`src/rtl/vfilt_pkg.sv`:
```
package vfilt_pkg;
    localparam int NARROW_W = 8;
    localparam int PRE_LEN  = 3;

    typedef enum logic [1:0] {
        MODE_ACTIVE = 2'b00,
        MODE_VBLANK = 2'b01,
        MODE_ENTIRE = 2'b10,
        MODE_OFF    = 2'b11
    } mode_e;

    typedef enum logic [1:0] {
        ST_HUNT,
        ST_HBLANK,
        ST_ACTIVE,
        ST_VBLANK
    } state_e;

    typedef struct packed {
        logic f;
        logic v;
        logic h;
    } trs_flags_t;
endpackage

```
`src/rtl/trs_match.sv`:
```
module trs_match
    import vfilt_pkg::*;
#(
    parameter int DATA_W = 10
) (
    input  logic                           wide,
    input  logic [DATA_W-1:0]              word,
    input  logic [PRE_LEN-1:0][DATA_W-1:0] taps,
    output logic                           hit,
    output trs_flags_t                     flags
);
    localparam logic [DATA_W-1:0] ONES_W = '1;
    localparam logic [DATA_W-1:0] ONES_N = DATA_W'((1 << NARROW_W) - 1);

    logic [DATA_W-1:0] ones;

    always_comb begin
        ones = wide ? ONES_W : ONES_N;
        hit  = (taps[PRE_LEN-1] == ones) && (taps[1] == '0) && (taps[0] == '0);
        if (wide) begin
            flags.f = word[DATA_W-2];
            flags.v = word[DATA_W-3];
            flags.h = word[DATA_W-4];
        end else begin
            flags.f = word[NARROW_W-2];
            flags.v = word[NARROW_W-3];
            flags.h = word[NARROW_W-4];
        end
    end
endmodule

```
`src/rtl/hold_pipe.sv`:
```
module hold_pipe
    import vfilt_pkg::*;
#(
    parameter int DATA_W = 10
) (
    input  logic                           clk,
    input  logic                           rst_n,
    input  logic                           in_valid,
    input  logic [DATA_W-1:0]              in_word,
    input  logic                           in_keep,
    input  logic                           strip,
    output logic [PRE_LEN-1:0][DATA_W-1:0] taps,
    output logic                           out_valid,
    output logic [DATA_W-1:0]              out_data
);
    logic [PRE_LEN-1:0][DATA_W-1:0] word_q;
    logic [PRE_LEN-1:0]             keep_q;

    assign taps = word_q;

    always_ff @(posedge clk) begin
        if (!rst_n) begin
            word_q    <= '0;
            keep_q    <= '0;
            out_valid <= 1'b0;
            out_data  <= '0;
        end else if (in_valid) begin
            out_valid <= keep_q[PRE_LEN-1] & ~strip;
            out_data  <= word_q[PRE_LEN-1];
            word_q[0] <= in_word;
            keep_q[0] <= in_keep;
            for (int i = 1; i < PRE_LEN; i++) begin
                word_q[i] <= word_q[i-1];
                keep_q[i] <= keep_q[i-1] & ~strip;
            end
        end else begin
            out_valid <= 1'b0;
        end
    end
endmodule

```
`src/rtl/field_fsm.sv`:
```
module field_fsm
    import vfilt_pkg::*;
#(
    parameter int LINE_W = 11
) (
    input  logic              clk,
    input  logic              rst_n,
    input  logic              in_valid,
    input  logic              hit,
    input  trs_flags_t        flags,
    input  mode_e             mode,
    input  logic [LINE_W-1:0] line_limit,
    output logic              in_keep,
    output logic              strip,
    output logic              locked
);
    state_e            state, state_nx;
    logic              prev_v;
    logic [LINE_W-1:0] line_cnt;
    logic              code_beat;
    logic              field1_start;
    state_e            code_target;

    always_comb begin
        code_beat    = in_valid && hit;
        field1_start = code_beat && !flags.f && !flags.v && prev_v;
        if (flags.v)      code_target = ST_VBLANK;
        else if (flags.h) code_target = ST_HBLANK;
        else              code_target = ST_ACTIVE;
    end

    always_ff @(posedge clk) begin
        if (!rst_n) state <= ST_HUNT;
        else        state <= state_nx;
    end

    always_comb begin
        state_nx = state;
        unique case (state)
            ST_HUNT:   if (field1_start) state_nx = code_target;
            ST_HBLANK,
            ST_ACTIVE,
            ST_VBLANK: if (code_beat)    state_nx = code_target;
            default:   state_nx = ST_HUNT;
        endcase
    end

    always_ff @(posedge clk) begin
        if (!rst_n) begin
            prev_v   <= 1'b0;
            line_cnt <= '0;
        end else if (code_beat) begin
            prev_v <= flags.v;
            if (field1_start)
                line_cnt <= '0;
            else if (state == ST_ACTIVE && flags.h && line_cnt != '1)
                line_cnt <= line_cnt + 1'b1;
        end
    end

    always_comb begin
        locked  = (state != ST_HUNT);
        strip   = code_beat && (mode != MODE_ENTIRE);
        in_keep = 1'b0;
        if (hit) begin
            in_keep = (mode == MODE_ENTIRE) && locked;
        end else begin
            unique case (mode)
                MODE_ACTIVE: in_keep = (state == ST_ACTIVE) && (line_cnt < line_limit);
                MODE_VBLANK: in_keep = (state == ST_VBLANK);
                MODE_ENTIRE: in_keep = locked;
                MODE_OFF:    in_keep = 1'b0;
                default:     in_keep = 1'b0;
            endcase
        end
    end
endmodule

```
`src/rtl/vid_field_filter.sv`:
```
module vid_field_filter
    import vfilt_pkg::*;
#(
    parameter int DATA_W = 10,
    parameter int LINE_W = 11
) (
    input  logic              clk,
    input  logic              rst_n,
    input  logic [1:0]        mode,
    input  logic              wide,
    input  logic [LINE_W-1:0] line_limit,
    input  logic              in_valid,
    input  logic [DATA_W-1:0] in_data,
    output logic              out_valid,
    output logic [DATA_W-1:0] out_data,
    output logic              locked
);
    localparam int PAD_W = DATA_W - NARROW_W;

    logic [DATA_W-1:0]              in_word;
    logic [PRE_LEN-1:0][DATA_W-1:0] taps;
    logic                           hit;
    trs_flags_t                     flags;
    logic                           in_keep;
    logic                           strip;
    mode_e                          mode_sel;

    assign in_word  = wide ? in_data : {{PAD_W{1'b0}}, in_data[NARROW_W-1:0]};
    assign mode_sel = mode_e'(mode);

    trs_match #(.DATA_W(DATA_W)) u_match (
        .wide  (wide),
        .word  (in_word),
        .taps  (taps),
        .hit   (hit),
        .flags (flags)
    );

    field_fsm #(.LINE_W(LINE_W)) u_fsm (
        .clk        (clk),
        .rst_n      (rst_n),
        .in_valid   (in_valid),
        .hit        (hit),
        .flags      (flags),
        .mode       (mode_sel),
        .line_limit (line_limit),
        .in_keep    (in_keep),
        .strip      (strip),
        .locked     (locked)
    );

    hold_pipe #(.DATA_W(DATA_W)) u_pipe (
        .clk       (clk),
        .rst_n     (rst_n),
        .in_valid  (in_valid),
        .in_word   (in_word),
        .in_keep   (in_keep),
        .strip     (strip),
        .taps      (taps),
        .out_valid (out_valid),
        .out_data  (out_data)
    );
endmodule

```
`config.mk`:
```
export PLATFORM = sky130hd
export DESIGN_NAME = vid_field_filter
export DESIGN_NICKNAME = d
export VERILOG_FILES = /design/src/rtl/vfilt_pkg.sv /design/src/rtl/trs_match.sv /design/src/rtl/hold_pipe.sv /design/src/rtl/field_fsm.sv /design/src/rtl/vid_field_filter.sv
export SDC_FILE = /design/constraint.sdc
export NUM_CORES = 1
export LEC_CHECK = 0
export ABC_AREA = 1
export BUFFER_PORTS_ARGS = -buffer_cell sky130_fd_sc_hd__buf_4
export CORE_ASPECT_RATIO = 1.1
export CORE_MARGIN = 2
export CORE_UTILIZATION = 37
export DETAILED_ROUTE_END_ITERATION = 16
export PLACE_DENSITY_LB_ADDON = 0.05
export SYNTH_ARGS = -nofsm -noshare
export SYNTH_HDL_FRONTEND = slang
export SYNTH_SLANG_ARGS = --single-unit
```
`constraint.sdc`:
```
create_clock -name clk -period 1.62 [get_ports clk]
set_input_delay 0.324 -clock clk [delete_from_list [all_inputs] [get_ports clk]]
set_output_delay 0.324 -clock clk [all_outputs]
set_load 0.01 [all_outputs]
```
# After elaboration in Yosys (flattened, before gate mapping)
# Index checks and enable logic that the tools add are counted.
# W data, S select, Z words.
[word_totals]
ff_bits = 58
latch_bits = 0
ramBits = 0
mem_bits_ro = 0
input_bits = 27
output_inout_bits = 12
wordCells = 61
n_memories = 0
[classes]
n_addsub = 1
multipliers = 0
div_mod_pow = 0
order_cmp = 1
eq_ne = 11
shifts = 0
n_mux = 12
bitwise = 4
reduce_logical = 23
[op_table]
columns = ["cell", "n"]
rows = [
  ["$mux W11", 2],
  ["$logic_not A10 Y1", 2],
  ["$mux W10", 2],
  ["$add A11 B1 Y11 const B", 1],
  ["$logic_and A1 B1 Y1", 11],
  ["$lt A11 B11 Y1", 1],
  ["$ne A11 B11 Y1 const B", 1],
  ["$eq A10 B10 Y1", 1],
  ["$eq A2 B2 Y1 const B", 4],
  ["$mux W2", 4],
  ["$reduce_and A2 Y1", 3],
  ["$eq A2 B1 Y1 const B", 2],
  ["$logic_not A2 Y1", 2],
  ["$ne A2 B1 Y1 const B", 2],
  ["$pmux W1 S4", 1],
  ["$pmux W2 S2", 1],
  ["$reduce_bool A2 Y1", 2],
  ["$and A1 B1 Y1", 3],
  ["$mux W3", 1],
  ["$reduce_or A3 Y1", 1],
  ["$logic_not A1 Y1", 2],
  ["$ne A2 B2 Y1 const B", 1],
  ["$mux W1", 1],
  ["$not A1 Y1", 1],
]

# Longest topological paths before layout
# Gate-level depths: netlist of the first run.
[depth]
depth_word = 10
mapped_depth = 11
depth_no_buf = 11

# Modules after synthesis
# Synthesis of the first run repeated with hierarchy kept, for this count alone.
[unflattened]
hier_cells = 504
hier_area_um2 = 3146.8
[modules_own_cells]
columns = ["mod", "instances", "cells_each", "area_per_inst_um2", "seq_area_each_um2"]
rows = [
  ["hold_pipe", 1, 279, 1819.2, 880.8],
  ["field_fsm", 1, 178, 1142.3, 280.3],
  ["trs_match", 1, 43, 170.2, 0.0],
  ["vid_field_filter", 1, 4, 15.0, 0.0],
]

# Least setup slack after synthesis of the first run
# Ideal clock, no wire load.
[synth_timing]
path_kind = "register to register"
from = "register u_fsm.line_cnt[0]"
to = "register u_fsm.line_cnt[0]"
setup_ns = 0.116
arrival_time_ns = 1.443
t_required_ns = 1.504
setup_slack_ns = 0.062
stages_incl_launch_ff = 11
path_buffers = 0
period_less_slack_ns = 1.558
cell_sequence = "dfxtp_1 -> ha_1 -> inv_1 -> nor2_1 -> nand3_1 -> nand2_1 -> nand2_1 -> nand2_1 -> clkinv_2 -> nor2_1 -> nor2_1"
[synth_via]
elab_chain_cells = 4
elab_cells_between_ends = 7
classes_between = "add/sub (1); eq/ne (1); mux (2); reduce/logical (3)"
[synth_rtl]
columns = ["item", "line_no", "rtl"]
rows = [
  ["from (decl)", "field_fsm.sv:19", "logic [LINE_W-1:0] line_cnt;"],
  ["from (signal assigned)", "field_fsm.sv:57", "line_cnt <= line_cnt + 1'b1;"],
  ["branches (longest 4 deep; another with $add A11 B1 Y11)", "-", ""],
]
# Several ways; the timed one is not identified. The select of a mux whose other input is x is not followed.
# A chain may end at the register's enable or synchronous reset.

# Worst setup path in the final report of the first run
[layout_timing]
from = "register u_pipe.word_q, in the netlist u_pipe.taps[25]"
to = "register u_fsm.line_cnt[3]"
[layout_via]
elab_chain_cells = 9
elab_cells_between_ends = 10
classes_between = "eq/ne (1); mux (1); reduce/logical (8)"
[layout_rtl]
columns = ["item", "line_no", "rtl"]
rows = [
  ["from (decl)", "hold_pipe.sv:16", "logic [PRE_LEN-1:0][DATA_W-1:0] word_q;"],
  ["from (signal, indexed assignment)", "hold_pipe.sv:33", "word_q[i] <= word_q[i-1];"],
  ["$eq A10 B10 Y1 *", "trs_match.sv:19", "hit = (taps[PRE_LEN-1] == ones) && (taps[1] == '0) && (taps[0] == '0);"],
  ["$logic_and A1 B1 Y1 * (2 in series)", "trs_match.sv:19", ""],
  ["$logic_and A1 B1 Y1 *", "field_fsm.sv:25", "code_beat = in_valid && hit;"],
  ["$logic_and A1 B1 Y1 (3 in series)", "field_fsm.sv:26", "field1_start = code_beat && !flags.f && !flags.v && prev_v;"],
  ["$reduce_bool A2 Y1 (no line)", "-", ""],
  ["$reduce_and A2 Y1 (no line)", "-", ""],
]
# Every way passes the cells marked *; elsewhere a longest branch is shown, timed or not.

==> results of run 1 <==
routing by layer:
layer | share of wire | vias to the layer above
li1 | - | 1477
met5 | 0 | -
met3 | 0.029 | 7
met2 | 0.50 | 35
met1 | 0.46 | 1262
met4 | 0.0091 | 0
where the power goes:
| group | switching [mW] | total, mW | internal [mW] |
|---|---|---|---|
| Clock | 0.554 | 1.33 | 0.772 |
| Combinational | 0.179 | 0.324 | 0.145 |
| Sequential | 0.0490 | 1.55 | 1.50 |
| Total | 0.782 | 3.19 | 2.41 |
Yosys cell counts:
cell type / count
sky130_fd_sc_hd__nor2_1: 116
sky130_fd_sc_hd__nand2_1: 67
sky130_fd_sc_hd__dfxtp_1: 58
sky130_fd_sc_hd__o21ai_0: 46
sky130_fd_sc_hd__inv_1: 41
sky130_fd_sc_hd__a21oi_1: 22
sky130_fd_sc_hd__nand3_1: 13
sky130_fd_sc_hd__clkbuf_1: 12
sky130_fd_sc_hd__ha_1: 11
sky130_fd_sc_hd__o211ai_1: 10
sky130_fd_sc_hd__nand4_1: 7
sky130_fd_sc_hd__nor3_1: 3
sky130_fd_sc_hd__xor2_1: 3
sky130_fd_sc_hd__buf_1: 2
sky130_fd_sc_hd__buf_2: 2
sky130_fd_sc_hd__buf_6: 2
sky130_fd_sc_hd__xnor2_1: 2
sky130_fd_sc_hd__a21o_1: 1
sky130_fd_sc_hd__clkinv_2: 1
sky130_fd_sc_hd__nand2_2: 1
sky130_fd_sc_hd__nand3_2: 1
sky130_fd_sc_hd__nand3b_1: 1
sky130_fd_sc_hd__nor2_2: 1
sky130_fd_sc_hd__nor2_4: 1
sky130_fd_sc_hd__nor4_1: 1
sky130_fd_sc_hd__o21ai_2: 1
sky130_fd_sc_hd__o21bai_1: 1
sky130_fd_sc_hd__or2_2: 1
critical path, stage by stage, from the launching register on:
cell	delay, ns
sky130_fd_sc_hd__dfxtp_2	0.34
sky130_fd_sc_hd__nand2_1	0.07
sky130_fd_sc_hd__nor2_2	0.10
sky130_fd_sc_hd__nand2_1	0.07
sky130_fd_sc_hd__nor2_2	0.15
sky130_fd_sc_hd__nand3_2	0.12
sky130_fd_sc_hd__nor2_4	0.19
sky130_fd_sc_hd__buf_6	0.15
sky130_fd_sc_hd__o211ai_1	0.09
sky130_fd_sc_hd__nand2_1	0.08
sky130_fd_sc_hd__nor2_1	0.04
sequential cells by signal, indices dropped and copies added (netlist names):
signal,cells
u_fsm.line_cnt,11
u_fsm.prev_v,1
u_fsm.state,2
u_pipe.keep_q,3
u_pipe.out_data,10
u_pipe.out_valid,1
u_pipe.taps,30
path summary, 6_finish.rpt:
path,from,to,slack (ns),cells past startpoint
max,u_pipe.taps[25],u_fsm.line_cnt[3],0.1,10
min,in_data[0],u_pipe.taps[0],0.22,3
max reg2reg,u_pipe.taps[25],u_fsm.line_cnt[3],0.1,10
min reg2reg,u_pipe.keep_q[2],u_pipe.out_valid,0.43,2
timing repair:
item	in CTS	in global routing
gates resized for setup	0	22
setup buffers	0	2
setup endpoints to repair	0	12
logic make-up (layout without fill, tap and decap cells):
kind of cell             count (synthesis)  after routing
XOR/XNOR                                 5              5
AO/OA/AOI/OAI                           81             81
adder cells (fa/ha/maj)                 11             11
flip-flops                              58             58
AND/OR/NAND/NOR                        213            213
buffers and inverters                   60            113
final cells by class:
class | count | area [um^2] | share of cell area
Tap cell | 105 | 131 | 0.0365
Multi-Input combinational cell | 310 | 1510 | 0.420
Clock buffer | 11 | 151 | 0.0420
Clock inverter | 3 | 40.0 | 0.0111
Timing Repair Buffer | 57 | 435 | 0.121
Inverter | 42 | 160 | 0.0445
Sequential cell | 58 | 1170 | 0.325
==> results.rst, run 1 <==
.. list-table::
   :header-rows: 1

   * - Metric
     - Value
   * - Met3 track demand over resource in global routing
     - 0.0410
   * - Setup slack after placement
     - around 0.037 ns
   * - Number of pins exceeding their max-slew limit in the final report
     - 0
   * - Worst min-delay path class
     - primary input to flip-flop
   * - Number of synthesis warnings
     - 0
   * - Final Non-Filler Cells
     - a little under 600
   * - Cell area after placement
     - roughly 3300 um^2
   * - Netlist area before placement
     - between 2000 and 3000 um^2
   * - Highest clock frequency the design can meet
     - 657 MHz
   * - Number of buffers inserted by hold repair at cts
     - 0
   * - Synth Area in Simple Gates
     - 0.299
   * - Aggregate global routing overflow
     - 0
   * - Chip height
     - about 97 um
   * - Die Span X
     - between 80 and 90 um
   * - HPWL Detailed
     - 4920 um
   * - Critical path capture point type
     - flip-flop
   * - Final Hold Slack
     - about 0.22 ns
   * - Drc violations
     - 0
   * - Maximum number of pins on one net before global-route repair
     - 52
   * - Mux contribution to synthesized area
     - 0
   * - Layout-stage area growth over the synthesis result
     - 24.6%
   * - Leakage component of the power
     - approximately 1.6 nW
   * - Most area-consuming cells after synthesis
     - sky130_fd_sc_hd__dfxtp_1 (40%), sky130_fd_sc_hd__nor2_1 (15%), sky130_fd_sc_hd__nand2_1 (8.7%), sky130_fd_sc_hd__o21ai_0 (8.0%), sky130_fd_sc_hd__inv_1 (5.3%)
   * - Placed Cells incl. Taps
     - between 500 and 600
   * - Count of different cell masters after synthesis
     - 28
   * - Routing usage on met2
     - 0.288
   * - Peak supply drop
     - about 0.00052 V
   * - Cell taking the most area after synthesis
     - sky130_fd_sc_hd__dfxtp_1
   * - Combinational family with the most area after synthesis
     - simple AND/OR/NAND/NOR gates
   * - Area fraction in compound gates after synthesis
     - 0.152
   * - Post-Synthesis Net Count
     - roughly 470
   * - Max-Slew Margin vs Limit
     - 0.710
   * - Routed wire length
     - ~6900 um
   * - Insertion delay to the later sink of the worst-skew pair
     - about 0.33 ns
   * - Total number of vias
     - 2781
   * - Xor/xnor share of the synthesized area
     - 0.0152
   * - Maximum clock path buffer count
     - 2
   * - Antenna violations before repair
     - 0
   * - GRT Resource Usage Total
     - 0.173
   * - Portion of synthesized cell area occupied by the leading cell type
     - 0.402
   * - Worst-path clk slew
     - 0.06 ns
   * - Highest fanout seen on the critical path
     - 7
   * - Vias per inst
     - about 4.7
   * - Number of global-route vias before repair
     - about 2600
   * - #FFs+latches synth
     - between 50 and 60
   * - TritonCTS buffer count
     - 9
   * - Busiest grt layer
     - met2
   * - Worst Setup Start Kind
     - flip-flop
   * - Power per Cell Area
     - around 890 nW/um^2
   * - CTS tree
     - yes
   * - Setup TNS Final
     - 0 ns
   * - Data required time at the worst endpoint
     - around 1.9 ns
   * - Unrepaired setup endpoints after global routing
     - yes
   * - Antenna Nets Post-Route
     - 0
   * - Wire length of the first global-routing pass
     - between 10000 and 15000 um
   * - First-pass iteration count of the detailed router
     - 4
   * - Adder and majority cell fraction of the synthesized area
     - 0.0476
   * - Post-synthesis average cell area
     - just under 7 um^2
   * - Time the worst path needs with I/O delays and setup
     - 1.52 ns
   * - Post-route clock skew
     - between 0.004 and 0.005 ns
   * - Weighted congestion at the end of routability-driven global placement
     - 0.793
   * - Worst Max-Slew Pin Slew
     - 0.436 ns
   * - Maximum Capacitance Violations
     - 0
   * - Layout cell share with drive strength beyond 1
     - 0.200
   * - Finished Core Util
     - 0.479
   * - Net count, final
     - around 520
   * - Worst Setup Path Type
     - flip-flop to flip-flop
   * - Status
     - finished, final reports clean
   * - Part of the cycle the worst path needs
     - 0.940
   * - Total non-filler cell area in the finished layout
     - 3600 um^2
   * - Post-DR wirelength/cell
     - 11.8 um
   * - Data arrival time of the critical path
     - 1.75 ns
   * - Leading cell types in the layout, fill and taps excluded
     - sky130_fd_sc_hd__nor2_1 (107), sky130_fd_sc_hd__nand2_1 (65), sky130_fd_sc_hd__buf_4 (55), sky130_fd_sc_hd__dfxtp_1 (51), sky130_fd_sc_hd__o21ai_0 (45)
   * - Global-route track usage on met1
     - 0.218
   * - Gate Count Post-Synth
     - around 430
   * - Total count of hold-check failures in the final report
     - 0
   * - Initial standard-cell utilization of the core
     - 0.385
   * - Sequential cell area fraction in the yosys report
     - 0.402
   * - Core Box Area
     - about 7500 um^2
   * - Count of endpoints failing setup in the final report
     - 0
   * - Num rows
     - 33
   * - Root buffer cell
     - sky130_fd_sc_hd__clkbuf_8
   * - CTS Sinks
     - 58
   * - Total number of H-tree levels
     - 3
   * - Most frequent standard cell in the layout excluding fill and tap cells
     - sky130_fd_sc_hd__nor2_1
   * - Crit path setup slack, layout
     - between 0.09 and 0.1 ns
   * - # diodes
     - 0
   * - FILL cells
     - 826
   * - Total I/O pin count
     - 39
   * - Port-buffer cells
     - 38
   * - Total Die Area
     - approximately 8500 um^2
   * - Total power of the final layout
     - about 3.2 mW
   * - Initial DRC Count
     - 76
Note: power is estimated with default switching activity, not from simulation.
==> run 2: changes to the inputs <==
--- a/config.mk
+++ b/config.mk
@@ -12,6 +12,8 @@
 export CORE_UTILIZATION = 37
 export DETAILED_ROUTE_END_ITERATION = 16
 export PLACE_DENSITY_LB_ADDON = 0.05
+export SKIP_LAST_GASP = 1
 export SYNTH_ARGS = -nofsm -noshare
 export SYNTH_HDL_FRONTEND = slang
+export SYNTH_HIERARCHICAL = 1
 export SYNTH_SLANG_ARGS = --single-unit
==> run 2 against run 1 <==
Critical endpoint is now u_fsm/line_cnt[0]. Total power grew 13%. First-iteration DRC count grew 20%. Via count grew 8.5%.
==> results.rst, run 2 <==
.. list-table::
   :header-rows: 1

   * - Metric
     - Value
   * - TritonCTS buffer count
     - 9 (unchanged)
   * - GRT Resource Usage Total
     - 0.169 (-0.00344)
   * - Insertion delay to the later sink of the worst-skew pair
     - 0.35 ns (+0.02 ns)
   * - Data required time at the worst endpoint
     - 1.86 ns (about the same)
   * - Critical path capture point type
     - flip-flop
   * - Maximum number of pins on one net before global-route repair
     - 87 (+67%)
   * - Number of enable-type register cells in the synthesized netlist
     - 0 (unchanged)
   * - Chip height
     - 101 um (+4.2%)
   * - Maximum Capacitance Violations
     - 0 (unchanged)
   * - Drc violations
     - 0 (unchanged)
   * - Initial DRC Count
     - 91 (+20%)
   * - CP dominant cell by count
     - sky130_fd_sc_hd__nor2_1
   * - Post-DR wirelength/cell
     - 10.6 um (-9.6%)
   * - Net count, final
     - 625 (+21%)
   * - Number of synthesis warnings
     - 6 (+6)
   * - Maximum clock path buffer count
     - 2 (unchanged)
   * - Top metal layer carrying routed signals
     - met4
   * - #FFs+latches synth
     - 58 (unchanged)
   * - Cell taking the most area after synthesis
     - sky130_fd_sc_hd__dfxtp_1
   * - Die Span X
     - 91.9 um (+4.1%)
   * - Max stage delay on crit path
     - 0.33 ns (about the same)
   * - Total number of vias
     - 3016 (+8.5%)
   * - Layout-stage area growth over the synthesis result
     - 34.9%
   * - Layout cell share with drive strength beyond 1
     - 0.279 (+0.0791)
   * - Most instantiated cells after synthesis
     - sky130_fd_sc_hd__nand2_1 (161), sky130_fd_sc_hd__nor2_1 (117), sky130_fd_sc_hd__inv_1 (82)
   * - Total non-filler cell area in the finished layout
     - 4250 um^2 (+18%)
   * - FFs w/ async S/R, synth
     - 0 (unchanged)
   * - Time the worst path needs with I/O delays and setup
     - 1.62 ns (+0.0943 ns)
   * - Peak supply drop
     - 0.000552 V (+5.8%)
   * - Most area-consuming cells after synthesis
     - sky130_fd_sc_hd__dfxtp_1 (37%), sky130_fd_sc_hd__nand2_1 (19%), sky130_fd_sc_hd__nor2_1 (14%), sky130_fd_sc_hd__inv_1 (9.8%), sky130_fd_sc_hd__ha_1 (4.4%)
   * - Number of pins exceeding their max-slew limit in the final report
     - 0 (unchanged)
   * - Part of the cycle the worst path needs
     - 0.998 (+0.0582)
   * - Weighted congestion at the end of routability-driven global placement
     - 0.834 (+5.2%)
   * - Number of buffers inserted by hold repair at cts
     - 0 (unchanged)
   * - Post-synthesis average cell area
     - 6.24 um^2 (-7.5%)
   * - Most frequent standard cell in the layout excluding fill and tap cells
     - sky130_fd_sc_hd__nand2_1
   * - Power per Cell Area
     - 848 nW/um^2 (-4.4%)
   * - Setup TNS Final
     - 0 ns (unchanged)
   * - Worst Setup Start Kind
     - flip-flop
   * - WL met3
     - 259 um (+29%)
   * - Port-buffer cells
     - 38 (unchanged)
   * - Highest clock frequency the design can meet
     - 618 MHz (-5.8%)
   * - Final Hold Slack
     - 0.267 ns (+0.0504 ns)
   * - Max-Slew Margin vs Limit
     - 0.761 (+0.0510)
   * - Total count of hold-check failures in the final report
     - 0 (unchanged)
   * - Data arrival time of the critical path
     - 1.86 ns (+0.11 ns)
   * - # diodes
     - 0 (unchanged)
   * - Count of different cell masters after synthesis
     - 27 (-3.6%)
   * - Status
     - finished, final reports clean
   * - Sum of buffers and inverters on the critical path
     - 2 (+1)
   * - Post-route clock skew
     - 0.0111 ns (+0.00653 ns)
   * - Number of flip-flops under the largest register name
     - 30 (unchanged)
   * - Leakage component of the power
     - 2.21 nW (+36%)
   * - HPWL Detailed
     - 5140 um (+4.4%)
   * - Wire length of the first global-routing pass
     - 12300 um (+5.1%)
   * - Antenna violations before repair
     - 0 (unchanged)
   * - Cell with the most instances after synthesis
     - sky130_fd_sc_hd__nand2_1
   * - Final Non-Filler Cells
     - 703 (+20%)
   * - Netlist area before placement
     - 3150 um^2 (+8.9%)
   * - Worst-path clk slew
     - 0.07 ns (about the same)
   * - Initial standard-cell utilization of the core
     - 0.378 (-0.00642)
   * - Num rows
     - 35 (+6.1%)
   * - Vias per inst
     - 4.29 (-9.6%)
   * - CTS Sinks
     - 58 (unchanged)
   * - Total routed wire length on the met1 layer
     - 3450 um (+7.8%)
   * - Total length of routed met2 wires
     - 3610 um (+5.5%)
   * - Worst Max-Slew Pin Slew
     - 0.359 ns (-0.0765 ns)
   * - Post-Synthesis Net Count
     - 542 (+16%)
   * - Worst Setup Path Type
     - flip-flop to flip-flop
   * - CTS tree
     - yes
   * - Family with the most delay on the worst path
     - simple AND/OR/NAND/NOR gates
   * - Gate Count Post-Synth
     - 504 (+18%)
   * - Number of global-route vias before repair
     - 2688 (+3.1%)
   * - Antenna Nets Post-Route
     - 0 (unchanged)
   * - Worst min-delay path class
     - primary input to flip-flop
   * - Sequential cell area fraction in the yosys report
     - 0.369 (-0.0327)
   * - Leading cell types in the layout, fill and taps excluded
     - sky130_fd_sc_hd__nand2_1 (154), sky130_fd_sc_hd__nor2_1 (108), sky130_fd_sc_hd__buf_4 (83), sky130_fd_sc_hd__inv_1 (78), sky130_fd_sc_hd__dfxtp_1 (48)
   * - Portion of synthesized cell area occupied by the leading cell type
     - 0.369 (-0.0327)
   * - Total I/O pin count
     - 39 (unchanged)
   * - Cell with the largest stage delay on the worst path
     - sky130_fd_sc_hd__dfxtp_2
   * - Total number of H-tree levels
     - 3 (unchanged)
   * - Crit path cell chain
     - nor2_2, nand2_1, nor2_1, nand3_2, nor2_4, nand2_4, inv_4, nand3_4, buf_6, xor2_1, nor2_1
   * - Aggregate global routing overflow
     - 0 (unchanged)
   * - Most used DFF post-synth
     - sky130_fd_sc_hd__dfxtp_1
   * - Cell area after placement
     - 3800 um^2 (+14%)
   * - Highest fanout seen on the critical path
     - 5 (-2)
   * - Finished Core Util
     - 0.510 (+0.0310)
   * - Unrepaired setup endpoints after global routing
     - yes
   * - Count of endpoints failing setup in the final report
     - 0 (unchanged)
   * - Placed Cells incl. Taps
     - 683 (+20%)
   * - First-pass iteration count of the detailed router
     - 4 (unchanged)
   * - Total Die Area
     - 9260 um^2 (+8.5%)
   * - Routed wire length
     - 7470 um (+8.5%)
   * - Core Box Area
     - 8320 um^2 (+11%)
   * - Root buffer cell
     - sky130_fd_sc_hd__clkbuf_8
## run 2: changes by cell type after synthesis, sizes merged, moves of 10 or more
cell    before  now
nand2       68  165
inv         41   84
o21ai       47    8
clkbuf      12    0
buf          6   16
o211ai      10    0
## run 2: layout make-up
class / count / area [um^2]
inverters: 84 / 323
clock inverters: 6 / 105
clock buffers: 10 / 128
well taps: 111 / 139
multi-input cells: 347 / 1700
repair buffers: 87 / 677
fillers: 886 / 4080
flip-flops and latches: 58 / 1170
## run 2: path summary, 6_finish.rpt
kind                     from           endpoint  slack [ns]  depth (start not counted)
max           u_pipe/taps[11]  u_fsm/line_cnt[0]       0.003                         11
min                in_data[1]     u_pipe/taps[1]        0.27                          5
max reg2reg   u_pipe/taps[11]  u_fsm/line_cnt[0]       0.003                         11
min reg2reg  u_pipe/keep_q[2]   u_pipe/out_valid        0.45                          2
## run 2: metal layers
layer,track usage,up-vias
li1,-,1651
met1,0.212,1306
met2,0.277,48
met3,0.0396,11
met4,0.0792,0
met5,0,-
## run 2: cell families after synthesis
logic type               synth area share
XOR/XNOR                          0.00557
AND/OR/NAND/NOR                     0.394
AO/OA/AOI/OAI                      0.0477
adder cells (fa/ha/maj)            0.0437
buffers and inverters               0.140
flip-flops                          0.369
## run 2: repair_timing
item,4_1_cts,5_1_grt
gates resized for setup,7,49
endpoints found under the setup margin,14,17
setup buffers,0,3
pin swaps,1,16
cloned,1,0
## run 2: through the flow
stage	power [mW]	worst slack, ns
CTS	3.63	-0.0275
floorplan	1.82	0.0526
detailed placement	2.00	-0.157
finish	3.60	0.00272
global route	3.80	-0.120
global placement	2.00	-0.121
## run 2: tightest hold or removal path, cell delays in order
cell and delay, ns:
sky130_fd_sc_hd__buf_4 0.07, sky130_fd_sc_hd__inv_1 0.03, sky130_fd_sc_hd__nand2_1 0.04, sky130_fd_sc_hd__nand2_1 0.04, sky130_fd_sc_hd__nor2_1 0.07
## run 2: report_power, final
group / switching (mW) / internal, mW / total (mW)
sequential: 0.0398 / 1.50 / 1.54
combinational: 0.238 / 0.219 / 0.457
clock: 0.594 / 1.01 / 1.61
total: 0.872 / 2.73 / 3.60
